$ cat config.mk
export PLATFORM = sky130hd
export DESIGN_NAME = pg_aggregator
export DESIGN_NICKNAME = d
export VERILOG_FILES = /design/src/rtl/pga_pkg.sv /design/src/rtl/pga_sync.sv /design/src/rtl/pga_mask_reg.sv /design/src/rtl/pga_eval.sv /design/src/rtl/pg_aggregator.sv
export SDC_FILE = /design/constraint.sdc
export NUM_CORES = 1
export LEC_CHECK = 0
export BUFFER_PORTS_ARGS = -buffer_cell sky130_fd_sc_hd__buf_4
export CAP_MARGIN = 5
export CORE_MARGIN = 8
export CORE_UTILIZATION = 40
export DETAILED_ROUTE_END_ITERATION = 10
export PLACE_DENSITY = 0.68
export SYNTH_ARGS = -nofsm -noshare
export SYNTH_HDL_FRONTEND = slang
export SYNTH_SLANG_ARGS = --single-unit
export TNS_END_PERCENT = 30
$ cat constraint.sdc
create_clock -name clk -period 3.9 [get_ports clk]
set_input_delay 0.195 -clock clk [delete_from_list [all_inputs] [get_ports clk]]
set_output_delay 0.195 -clock clk [all_outputs]
set_load 0.1 [all_outputs]
$ cat src/rtl/pga_pkg.sv
package pga_pkg;

    // Synchronous system-level conditions feeding the combiner
    typedef struct packed {
        logic seq_done;
        logic thermal;
        logic uvlo;
    } pga_sys_t;

    // Registered state of the top level
    typedef struct packed {
        logic pg;
    } pga_state_t;

endpackage

$ cat src/rtl/pga_sync.sv
module pga_sync #(
    parameter int W      = 6,
    parameter int STAGES = 2
) (
    input  logic         clk,
    input  logic         rst_n,
    input  logic [W-1:0] din,
    output logic [W-1:0] dout
);
    localparam int LAST = STAGES - 1;

    logic [STAGES-1:0][W-1:0] stg_d;
    logic [STAGES-1:0][W-1:0] stg_q;

    always_comb begin
        stg_d[0] = din;
        for (int s = 1; s < STAGES; s++) begin
            stg_d[s] = stg_q[s-1];
        end
    end

    always_ff @(posedge clk or negedge rst_n) begin
        if (!rst_n) begin
            stg_q <= '0;
        end else begin
            stg_q <= stg_d;
        end
    end

    assign dout = stg_q[LAST];
endmodule

$ cat src/rtl/pga_mask_reg.sv
module pga_mask_reg #(
    parameter int W = 6
) (
    input  logic         clk,
    input  logic         rst_n,
    input  logic         we,
    input  logic [W-1:0] wdata,
    output logic [W-1:0] mask
);
    logic [W-1:0] mask_d;
    logic [W-1:0] mask_q;

    always_comb begin
        mask_d = we ? wdata : mask_q;
    end

    always_ff @(posedge clk or negedge rst_n) begin
        if (!rst_n) begin
            mask_q <= '1;
        end else begin
            mask_q <= mask_d;
        end
    end

    assign mask = mask_q;
endmodule

$ cat src/rtl/pga_eval.sv
module pga_eval
    import pga_pkg::*;
#(
    parameter int W = 6
) (
    input  logic [W-1:0] good,
    input  logic [W-1:0] en,
    input  logic [W-1:0] mask,
    input  pga_sys_t     sys,
    output logic         pg_next
);
    logic [W-1:0] rail_ok;

    for (genvar i = 0; i < W; i++) begin : g_rail
        // masked rails always pass; others must be enabled and good
        assign rail_ok[i] = mask[i] | (en[i] & good[i]);
    end

    always_comb begin
        pg_next = sys.seq_done & ~sys.thermal & ~sys.uvlo & (&rail_ok);
    end
endmodule

$ cat src/rtl/pg_aggregator.sv
module pg_aggregator
    import pga_pkg::*;
#(
    parameter int N_OUT       = 6,
    parameter int SYNC_STAGES = 2
) (
    input  logic             clk,
    input  logic             rst_n,
    input  logic [N_OUT-1:0] rail_good_raw,
    input  logic [N_OUT-1:0] out_en,
    input  logic             seq_done,
    input  logic             thermal_fault,
    input  logic             uvlo,
    input  logic             mask_we,
    input  logic [N_OUT-1:0] mask_wdata,
    output logic             pg_pulldown
);
    logic [N_OUT-1:0] good_sync;
    logic [N_OUT-1:0] mask_q;
    logic             pg_next;
    pga_sys_t         sys;
    pga_state_t       st_d;
    pga_state_t       st_q;

    pga_sync #(.W(N_OUT), .STAGES(SYNC_STAGES)) sync_i (
        .clk   (clk),
        .rst_n (rst_n),
        .din   (rail_good_raw),
        .dout  (good_sync)
    );

    pga_mask_reg #(.W(N_OUT)) mask_i (
        .clk   (clk),
        .rst_n (rst_n),
        .we    (mask_we),
        .wdata (mask_wdata),
        .mask  (mask_q)
    );

    always_comb begin
        sys.seq_done = seq_done;
        sys.thermal  = thermal_fault;
        sys.uvlo     = uvlo;
    end

    pga_eval #(.W(N_OUT)) eval_i (
        .good    (good_sync),
        .en      (out_en),
        .mask    (mask_q),
        .sys     (sys),
        .pg_next (pg_next)
    );

    always_comb begin
        st_d    = st_q;
        st_d.pg = pg_next;
    end

    always_ff @(posedge clk or negedge rst_n) begin
        if (!rst_n) begin
            st_q <= '0;
        end else begin
            st_q <= st_d;
        end
    end

    assign pg_pulldown = ~st_q.pg;
endmodule

Word level (Yosys, flattened, before mapping):

Index checks and enable logic that the tools add are counted.

* bitwise logic cells: 18
* reduce and logical (&&, ||, !) cells: 1

Operator list (count)
* $and A1 B1 Y1: 9
* $or A1 B1 Y1: 6
* $reduce_and A6 Y1: 1
* $not A1 Y1: 3

* bits in registers: 19
* input bits: 24
* output and inout bits: 1
* logic and storage cells: 23

Depth between registers and ports, before layout:

Gate-level depths: netlist of run 1.

* depth after elaboration: 4
* gate-level depth with buffers: 3
* gate-level depth less buffers: 3

Modules after synthesis:

Synthesis of run 1 repeated with hierarchy kept, for this count alone.

* cells, all modules: 37
* area total of the unflattened synthesis: 645.6 sq um

Modules (own cells, without submodules)
* pga_sync: instances 1, cells an instance 12, area each 300.3 sq um, seq. area each 300.3 sq um
* pga_mask_reg: instances 1, cells an instance 13, area each 259.0 sq um, seq. area each 157.7 sq um
* pga_eval: instances 1, cells an instance 10, area each 57.6 sq um, seq. area each 0.0 sq um
* pg_aggregator: instances 1, cells an instance 2, area each 28.8 sq um, seq. area each 25.0 sq um

Worst setup path after synthesis of run 1:

No wires, ideal clock.

* path kind: flip-flop to flip-flop
* start point: reg mask_i.mask_q[3], in the netlist mask_i.mask[3]
* end point: reg st_q
* library setup time: 96 ps
* arrival time: 1308 ps
* data required time: 3804 ps
* path slack: 2497 ps
* stages on the path, launching flop included: 4
* path buffers: 0
* clock period less this slack: 1403 ps
* cells stage by stage: dfstp_2 a21oi_1 or4_1 nor4_2

* word-level cells in the longest chain between the ends: 3

Ends and longest elaborated chain
* start: declaration: RTL line pga_mask_reg.sv:11 `logic [W-1:0] mask_q;`
* start signal: assignment: RTL line pga_mask_reg.sv:21 `mask_q <= mask_d;`
* $or A1 B1 Y1: RTL line pga_eval.sv:16 `assign rail_ok[i] = mask[i] | (en[i] & good[i]);`
* $reduce_and A6 Y1: RTL line pga_eval.sv:20 `pg_next = sys.seq_done & ~sys.thermal & ~sys.uvlo & (&rail_ok);`
* $and A1 B1 Y1: RTL line pga_eval.sv:20
* net eval_i.pg_next: RTL line pga_eval.sv:10 `output logic pg_next`
* end signal: assignment: RTL line pg_aggregator.sv:63 `st_q <= st_d;`
* end: declaration: RTL line pg_aggregator.sv:23 `pga_state_t st_q;`

The timed path passes the listed nets, and every way through them passes these cells.
A chain may end at the register's enable or synchronous reset.

Worst setup path in the final report of run 1:

Ends and elaborated chain as after synthesis.

==> flow_summary.json, run 1 <==
{
  "cts-root-buf": "clkbuf_4",
  "place_area_sq_um": 812,
  "dpl.hpwl_um": 843,
  "slew_headroom_pct": 81.5,
  "ir_drop_uv": 251,
  "ys_ff_latch": 19,
  "cp-start-kind": "flip-flop",
  "grt_max_degree": 20,
  "finalClockSkew_ps": 5.70,
  "clk_pin_slew_worst_paths_ps": 100,
  "stdcell_area_sq_um": 908,
  "cap_violations": 0,
  "p_per_area_mw_per_mm2": 386,
  "grt_usage_pct": 7.40,
  "ctsHoldBuffers": 1,
  "routedWlPerCell_um": 12.9,
  "antennaDiodeCount": 0,
  "synth_top_area_cell": "dfrtp_1",
  "num_rows": 14,
  "rrSetupSlack_ps": 2430,
  "arrival_ps": 1660,
  "cp_slowest_cell": "dfstp_2",
  "first_pass_iters": 2,
  "cp_top_family": "simple AND/OR/NAND/NOR gates",
  "period_share_pct": 37.6,
  "fp.dieH_um": 55.2,
  "cpPeakStageDelay_ps": 540,
  "die_area_sq_mm": 0.00305,
  "ys_warn_count": 0,
  "leakagePower_uw": 0.000414,
  "cp_num_buf_inv": 0,
  "grt_pass1_vias": 437,
  "route.vias.total": 405,
  "fillCellCount": 113,
  "cts_sinks": 19,
  "cts_resized": 0,
  "rsz0062_at_grt": "no",
  "area_growth_pct": 47.6,
  "hold_path.class": "input port to flip-flop",
  "setup_viol": 0,
  "drv_slew": 0,
  "die_x_um": 55.2,
  "crit_chain": "a21oi_1 > or4_1 > nor4_2",
  "io_buffer_count": 24,
  "finalWirelength_um": 1130,
  "cp_data_required_time_ps": 4090,
  "grt.overflow.total": 0,
  "synth_nets": 61,
  "synth.yosys.seq_area_share_pct": 78.5,
  "numCtsBuffers": 3,
  "final.setup.tns_ps": 0,
  "critPathKind": "flip-flop to flip-flop",
  "yosysMostFrequentCell": "dfrtp_1",
  "worst_slew_pin_slew_ps": 280,
  "synthArstFlopShare_pct": 100,
  "grt_pass1_wl_um": 1890,
  "post_cts_buffers": 0,
  "synth.area.top_cells": "dfrtp_1 (53%), dfstp_2 (26%), mux2_2 (11%)",
  "nNetsFinal": 96,
  "hold_violations": 0,
  "drive_gt1_share_pct": 56.3,
  "io_pins": 25,
  "gp_congestion": 0.653,
  "synth_edf_count": 0,
  "antenna_found_initial": 0,
  "initial_utilization_pct": 41.8,
  "synth_cell_types": 10,
  "cts_tree": "built",
  "synth_common_cells": "dfrtp_1 (13), a21oi_1 (6), dfstp_2 (6), mux2_2 (6)",
  "fp.coreArea_sq_mm": 0.00147,
  "synth_top_flop_cell": "dfrtp_1",
  "syn_inst": 37,
  "crit_path_end_kind": "flip-flop",
  "synth.avg_cell_area_sq_um": 16.6,
  "fin_crit_ps": 1470,
  "vias_per_cell": 4.66,
  "outcome": "finished, final reports clean",
  "worstSkewPairLatency_ps": 280,
  "drtAntennaViolNets": 0,
  "post-route-util_pct": 61.7,
  "fmax_ghz": 0.682,
  "netlist.area_leader.share_pct": 52.8,
  "htreeDepth": 1,
  "clock_path_buffers": 2,
  "drtIter0Drc": 3,
  "drcViolationCount": 0,
  "netlist_area_sq_um": 616,
  "critical_path_peak_fanout": 2
}
[path summary, 6_finish.rpt]
check                                           startpoint                          to  depth (start not counted)
worst max-delay path            mask_i.mask[3]$_DFFE_PN1P_              st_q$_DFF_PN0_                          3
worst min-delay path                         mask_wdata[0]  mask_i.mask[0]$_DFFE_PN1P_                          2
min in group asynchronous                            rst_n    sync_i.dout[5]$_DFF_PN0_                          2
worst min register to register  sync_i.stg_d[10]$_DFF_PN0_    sync_i.dout[4]$_DFF_PN0_                          0
worst max register to register  mask_i.mask[3]$_DFFE_PN1P_              st_q$_DFF_PN0_                          3
max in group asynchronous                            rst_n  mask_i.mask[2]$_DFFE_PN1P_                          2
[logic make-up (layout without fill, tap and decap cells)]
group	Yosys count	count (layout)	share of synthesized area [%]
DFF	19	19	78.5
AOI/OAI and AO/OA	6	6	4.88
muxes	6	6	11.0
and+or+nand+nor	4	4	4.47
buffers and inverters	2	36	1.22
[state kept, by name, summed over array words and instances, names as in the netlist]
name and count:
sync_i.stg_d 6, sync_i.dout 6, st_q 1, mask_i.mask 6
[metal layers]
metal | up-vias | part of all wire [%] | routed length (um) | track usage [%]
met4 | 0 | 0 | 0 | 3.17
met5 | - | 0 | 0 | 0
met1 | 197 | 38 | 424 | 7.63
li1 | 193 | - | - | -
met2 | 15 | 53 | 600 | 12.0
met3 | 0 | 8.9 | 100 | 4.11
[per-stage QoR]
stage | worst slack, ps | total power [uW] | hold WS (ps) | cells
final | 2430 | 351 | 140 | 87
after global routing | 2350 | 373 | 123 | 87
after CTS | 2420 | 352 | 2.13 | 81
after detailed placement | 2440 | 258 | 76.0 | 76
after global placement | 2490 | 257 | 72.9 | 76
after floorplan | 2500 | 234 | -101 | 37
[cell type report]
cell class,count,area (sq um),share of cell area (%)
Clock buffer,4,26.3,2.89
Inverter,1,3.75,0.413
Multi-Input combinational cell,16,125,13.8
Sequential cell,19,483,53.2
Tap cell,16,20.0,2.20
Timing Repair Buffer,31,250,27.5
[power by group]
part | internal [uW] | switching [uW]
Clock | 39.6 | 52.6
Sequential | 214 | 4.26
Combinational | 27.1 | 13.4
Total | 281 | 70.3
[worst register-to-register path, cell delays in order, from the launching register on]
cell	delay, ps
dfstp_2	540
a21oi_1	30
or4_1	530
nor4_2	270
[placed cells by master (no fill, tap or decap)]
| cell | count |
|---|---|
| dfrtp_1 | 13 |
| nand2_1 | 1 |
| clkbuf_1 | 1 |
| or4_1 | 1 |
| dfstp_2 | 6 |
| inv_1 | 1 |
| buf_4 | 24 |
| mux2_2 | 6 |
| clkbuf_4 | 3 |
| nor2_1 | 1 |
| dlygate4sd3_1 | 7 |
| a21oi_1 | 6 |
| nor4_2 | 1 |
Note: power is estimated with default switching activity, not from simulation.
==> run 2: changes to the inputs <==
==> constraint.sdc (replaced) <==
create_clock -name clk -period 1.5 [get_ports clk]
set_input_delay 0.075 -clock clk [delete_from_list [all_inputs] [get_ports clk]]
set_output_delay 0.075 -clock clk [all_outputs]
set_load 0.1 [all_outputs]
==> run 2 against run 1 <==
Against the previous run:
- via count did not move
- register-to-register slack got worse by 2400 ps
- non-clock buffer count unchanged
- combinational power grew to 2.6 times the previous value
- critical path type unchanged
- die area stayed put
- sequential share of layout area did not move
==> flow_summary.json, run 2 (synthesis gave the netlist of run 1 again) <==
{
  "fp.coreArea_sq_mm": 0.00147,
  "drtAntennaViolNets": 0,
  "cp_num_buf_inv": 0,
  "critPathKind": "flip-flop to flip-flop",
  "first_pass_iters": 2,
  "leakagePower_uw": 0.000414,
  "die_x_um": 55.2,
  "pwr-share-comb_pct": 11.6,
  "ir_drop_uv": 654,
  "crit_chain": "a21oi_1 > or4_1 > nor4_2",
  "vias_per_cell": 4.66,
  "cts_sinks": 19,
  "finalWirelength_um": 1130,
  "timing.rr.end": "st_q$_DFF_PN0_",
  "fin_crit_ps": 1420,
  "final.setup.tns_ps": 0,
  "grt_pass1_wl_um": 2010,
  "num_rows": 14,
  "multiInputGateArea_sq_um": 125,
  "period_share_pct": 94.6,
  "pwr-share-clk_pct": 26.3,
  "rr_worst_depth": 3,
  "cpPeakStageDelay_ps": 540,
  "area_growth_pct": 47.6,
  "use_met1_pct": 7.49,
  "post_cts_buffers": 0,
  "nNetsFinal": 96,
  "rrSetupSlack_ps": 80,
  "fmax_ghz": 0.705,
  "seqPwrFrac_pct": 62.2,
  "finalClockSkew_ps": 5.70,
  "p_per_area_mw_per_mm2": 1010,
  "grt_usage_pct": 7.87,
  "outcome": "finished, final reports clean",
  "clock_path_buffers": 2,
  "io_buffer_count": 24,
  "crit_path_end_kind": "flip-flop",
  "pre_cts_ws_ps": 39.3,
  "dpl.hpwl_um": 843,
  "cp_top_family": "simple AND/OR/NAND/NOR gates",
  "grt_util_met3_pct": 4.57,
  "rr_startpoint": "mask_i.mask[3]$_DFFE_PN1P_",
  "drive_gt1_share_pct": 56.3,
  "critical_path_peak_fanout": 2,
  "cp_slowest_cell": "dfstp_2",
  "sw_frac_of_total_pct": 20.0,
  "min_path_cells": 2,
  "worst_slew_pin_slew_ps": 280,
  "post-route-util_pct": 61.7,
  "drcViolationCount": 0,
  "cp_num_cells": 3,
  "cp_data_required_time_ps": 1690,
  "io_pins": 25,
  "cts_tree": "built",
  "gp_congestion": 0.653,
  "hold_path.class": "input port to flip-flop",
  "antenna_found_initial": 0,
  "numCtsBuffers": 3,
  "hold_violations": 0,
  "antennaDiodeCount": 0,
  "slew_headroom_pct": 81.5,
  "final-seq-area_sq_um": 483,
  "cellInternalPower_uw": 730,
  "drv_slew": 0,
  "cts_resized": 0,
  "fp.dieH_um": 55.2,
  "cp-start-kind": "flip-flop",
  "met2_usage_pct": 13.5,
  "hold_start": "mask_wdata[0]",
  "cts-root-buf": "clkbuf_4",
  "setup_viol": 0,
  "layout_common_cells": "buf_4 (24), dfrtp_1 (13), dlygate4sd3_1 (7)",
  "cap_violations": 0,
  "initial_utilization_pct": 41.8,
  "routedWlPerCell_um": 13.0,
  "layout_commonest_cell": "buf_4",
  "fillCellCount": 112,
  "grt_pass1_vias": 475,
  "clk_pin_slew_worst_paths_ps": 100,
  "htreeDepth": 1,
  "drtIter0Drc": 3,
  "worstSkewPairLatency_ps": 280,
  "die_area_sq_mm": 0.00305,
  "fin_ws_ps": 81.1,
  "grt.overflow.total": 0,
  "min_to": "mask_i.mask[0]$_DFFE_PN1P_",
  "rsz0062_at_grt": "no",
  "grt_max_degree": 20,
  "power_switching_uw": 183,
  "route.vias.total": 405,
  "arrival_ps": 1610,
  "busiest_layer": "met2"
}
[run 2: what timing repair did]
item,CTS,global route
endpoints found under the hold margin,25,0
endpoints found under the setup margin,0,1
hold buffers,7,0
[run 2: area by class of cell]
class,count,share of cell area [%]
Sequential cell,19,53.2
Inverter,1,0.413
Multi-Input combinational cell,16,13.8
Timing Repair Buffer,31,27.5
Clock buffer,4,2.89
Tap cell,16,2.20
[run 2: metal layers]
| layer | share of wire (%) | up-vias |
|---|---|---|
| met5 | 0 | - |
| met4 | 0 | 0 |
| met3 | 8.8 | 0 |
| met2 | 53 | 15 |
| met1 | 38 | 197 |
| li1 | - | 193 |
[run 2: stage by stage]
step	area, sq um	power (uW)	hold WS, ps	cells
after floorplan	616	609	-221	37
after global placement	812	668	-47.1	76
after detailed placement	812	672	-44.0	76
after CTS	908	927	14.5	87
after global routing	908	969	2.88	87
final	908	913	20.0	87
[run 2: worst max path at each step]
stage	start	endpoint	slack, ps
after floorplan	mask_i.mask[3]$_DFFE_PN1P_	st_q$_DFF_PN0_	100
after global placement	mask_i.mask[3]$_DFFE_PN1P_	st_q$_DFF_PN0_	90
after detailed placement	mask_i.mask[3]$_DFFE_PN1P_	st_q$_DFF_PN0_	40
after CTS	mask_i.mask[3]$_DFFE_PN1P_	st_q$_DFF_PN0_	20
after global routing	mask_i.mask[3]$_DFFE_PN1P_	st_q$_DFF_PN0_	4
final	mask_i.mask[3]$_DFFE_PN1P_	st_q$_DFF_PN0_	80
[run 2: power groups by stage]
stage	Sequential [uW]	Combinational (uW)	Clock, uW
CTS	568	108	251
global placement	576	91.8	0
global route	573	117	279
detailed placement	578	93.9	0
floorplan	575	33.9	0
finish	568	106	240
==> run 3: changes to the inputs <==
--- a/config.mk
+++ b/config.mk
@@ -8,9 +8,9 @@
 export BUFFER_PORTS_ARGS = -buffer_cell sky130_fd_sc_hd__buf_4
 export CAP_MARGIN = 5
 export CORE_MARGIN = 8
-export CORE_UTILIZATION = 40
+export CORE_UTILIZATION = 44
 export DETAILED_ROUTE_END_ITERATION = 10
-export PLACE_DENSITY = 0.68
+export PLACE_DENSITY = 0.78
 export SYNTH_ARGS = -nofsm -noshare
 export SYNTH_HDL_FRONTEND = slang
 export SYNTH_SLANG_ARGS = --single-unit
==> run 3 against run 2 <==
Against the previous run:
- sequential power about the same
- register-to-register slack got worse by 20 ps
- combinational power barely moved
- clock-buffer cell count unchanged
- sequential cell count unchanged
- clock skew down 3.1 ps
- critical path depth unchanged
- clock power rose by 3%
- setup slack lost 25 ps
- core utilization rose by 8.0 points
- first-iteration DRC count down 100%
- via count up 1.7%
- critical path type unchanged
==> flow_summary.json, run 3 (synthesis gave the netlist of run 1 again) <==
{
  "critPathKind": "flip-flop to flip-flop",
  "p_per_area_mw_per_mm2": 1010,
  "layout_commonest_cell": "buf_4",
  "htreeDepth": 1,
  "finalClockSkew_ps": 2.61,
  "hold_violations": 0,
  "drtAntennaViolNets": 0,
  "arrival_ps": 1650,
  "ir_drop_uv": 789,
  "place_area_sq_um": 811,
  "worst_slew_pin_slew_ps": 278,
  "die_area_sq_mm": 0.00285,
  "layout_common_cells": "buf_4 (24), dfrtp_1 (13), dlygate4sd3_1 (7)",
  "hold_path.class": "input port to flip-flop",
  "final-seq-area_sq_um": 483,
  "num_rows": 13,
  "route.vias.total": 412,
  "grt.overflow.total": 0,
  "critical_path_peak_fanout": 2,
  "vias_per_cell": 4.79,
  "cts_sinks": 19,
  "drcViolationCount": 0,
  "cp_data_required_time_ps": 1700,
  "first_pass_iters": 1,
  "fp.dieH_um": 53.4,
  "grt_max_degree": 20,
  "leakagePower_uw": 0.000414,
  "rrSetupSlack_ps": 60,
  "routedWlPerCell_um": 13.3,
  "io_buffer_count": 24,
  "setup_viol": 0,
  "stdcell_area_sq_um": 907,
  "drtIter0Drc": 0,
  "fin_crit_ps": 1440,
  "drv_slew": 0,
  "rsz0062_at_grt": "no",
  "cp-start-kind": "flip-flop",
  "initial_utilization_pct": 47.3,
  "antenna_found_initial": 0,
  "cap_violations": 0,
  "fmax_ghz": 0.693,
  "antennaDiodeCount": 0,
  "gp_congestion": 0.682,
  "nNetsFinal": 96,
  "io_pins": 25,
  "area_growth_pct": 47.4,
  "worstSkewPairLatency_ps": 280,
  "period_share_pct": 96.2,
  "finalWirelength_um": 1140,
  "grt_pass1_wl_um": 1840,
  "cts_resized": 0,
  "cts-root-buf": "clkbuf_4",
  "multiInputGateArea_sq_um": 125,
  "grt_pass1_vias": 471,
  "final.setup.tns_ps": 0,
  "fillCellCount": 101,
  "die_x_um": 53.4,
  "clock_path_buffers": 2,
  "fp.coreArea_sq_mm": 0.00130,
  "numCtsBuffers": 3,
  "clk_pin_slew_worst_paths_ps": 100,
  "crit_path_end_kind": "flip-flop",
  "slew_headroom_pct": 81.6,
  "cts_tree": "built",
  "outcome": "finished, final reports clean",
  "grt_usage_pct": 9.02,
  "post_cts_buffers": 0,
  "drive_gt1_share_pct": 56.3
}
[run 3: worst paths after layout]
check                                                 from                    endpoint  cells past startpoint
worst max-delay path            mask_i.mask[3]$_DFFE_PN1P_              st_q$_DFF_PN0_                      3
worst min-delay path                         mask_wdata[4]  mask_i.mask[4]$_DFFE_PN1P_                      2
worst max register to register  mask_i.mask[3]$_DFFE_PN1P_              st_q$_DFF_PN0_                      3
worst min register to register   sync_i.stg_d[9]$_DFF_PN0_    sync_i.dout[3]$_DFF_PN0_                      0
max in group asynchronous                            rst_n  mask_i.mask[3]$_DFFE_PN1P_                      2
min in group asynchronous                            rst_n    sync_i.dout[3]$_DFF_PN0_                      2
[run 3: layout make-up]
type / instances / area share, %
Sequential cell: 19 / 53.2
Timing Repair Buffer: 31 / 27.6
Multi-Input combinational cell: 16 / 13.8
Clock buffer: 4 / 2.90
Tap cell: 15 / 2.07
Inverter: 1 / 0.414
[run 3: critical path, stage by stage (launching register included)]
cell and delay, ps:
dfstp_2 540, a21oi_1 30, or4_1 530, nor4_2 260
[run 3: timing repair]
action | CTS | global route
hold buffers | 7 | 0
endpoints found under the setup margin | 0 | 0
endpoints found under the hold margin | 25 | 0
[run 3: per-stage QoR]
stage,std cells,hold slack (ps),worst slack [ps],total power (uW),utilization (%)
2_1_floorplan,37,-221,96.8,609,-
3_3_place_gp,75,-47.6,87.6,668,62.3
3_5_place_dp,75,-43.5,69.7,671,62.3
4_1_cts,86,13.9,54.8,927,69.7
5_1_grt,86,1.59,21.2,964,69.7
6_report,86,18.1,56.6,920,69.7
[run 3: report_power, final]
part / switching (uW) / internal [uW] / total, uW
Combinational: 34.4 / 70.5 / 105
Clock: 143 / 103 / 246
Sequential: 12.3 / 557 / 569
Total: 190 / 730 / 920
[run 3: routing by layer]
| layer | routed length (um) | up-vias | part of all wire (%) | track usage (%) |
|---|---|---|---|---|
| li1 | - | 194 | - | - |
| met1 | 417 | 204 | 37 | 8.72 |
| met2 | 634 | 14 | 56 | 15.2 |
| met3 | 90 | 0 | 7.9 | 4.48 |
| met4 | 0 | 0 | 0 | 5.04 |
| met5 | 0 | - | 0 | 0 |
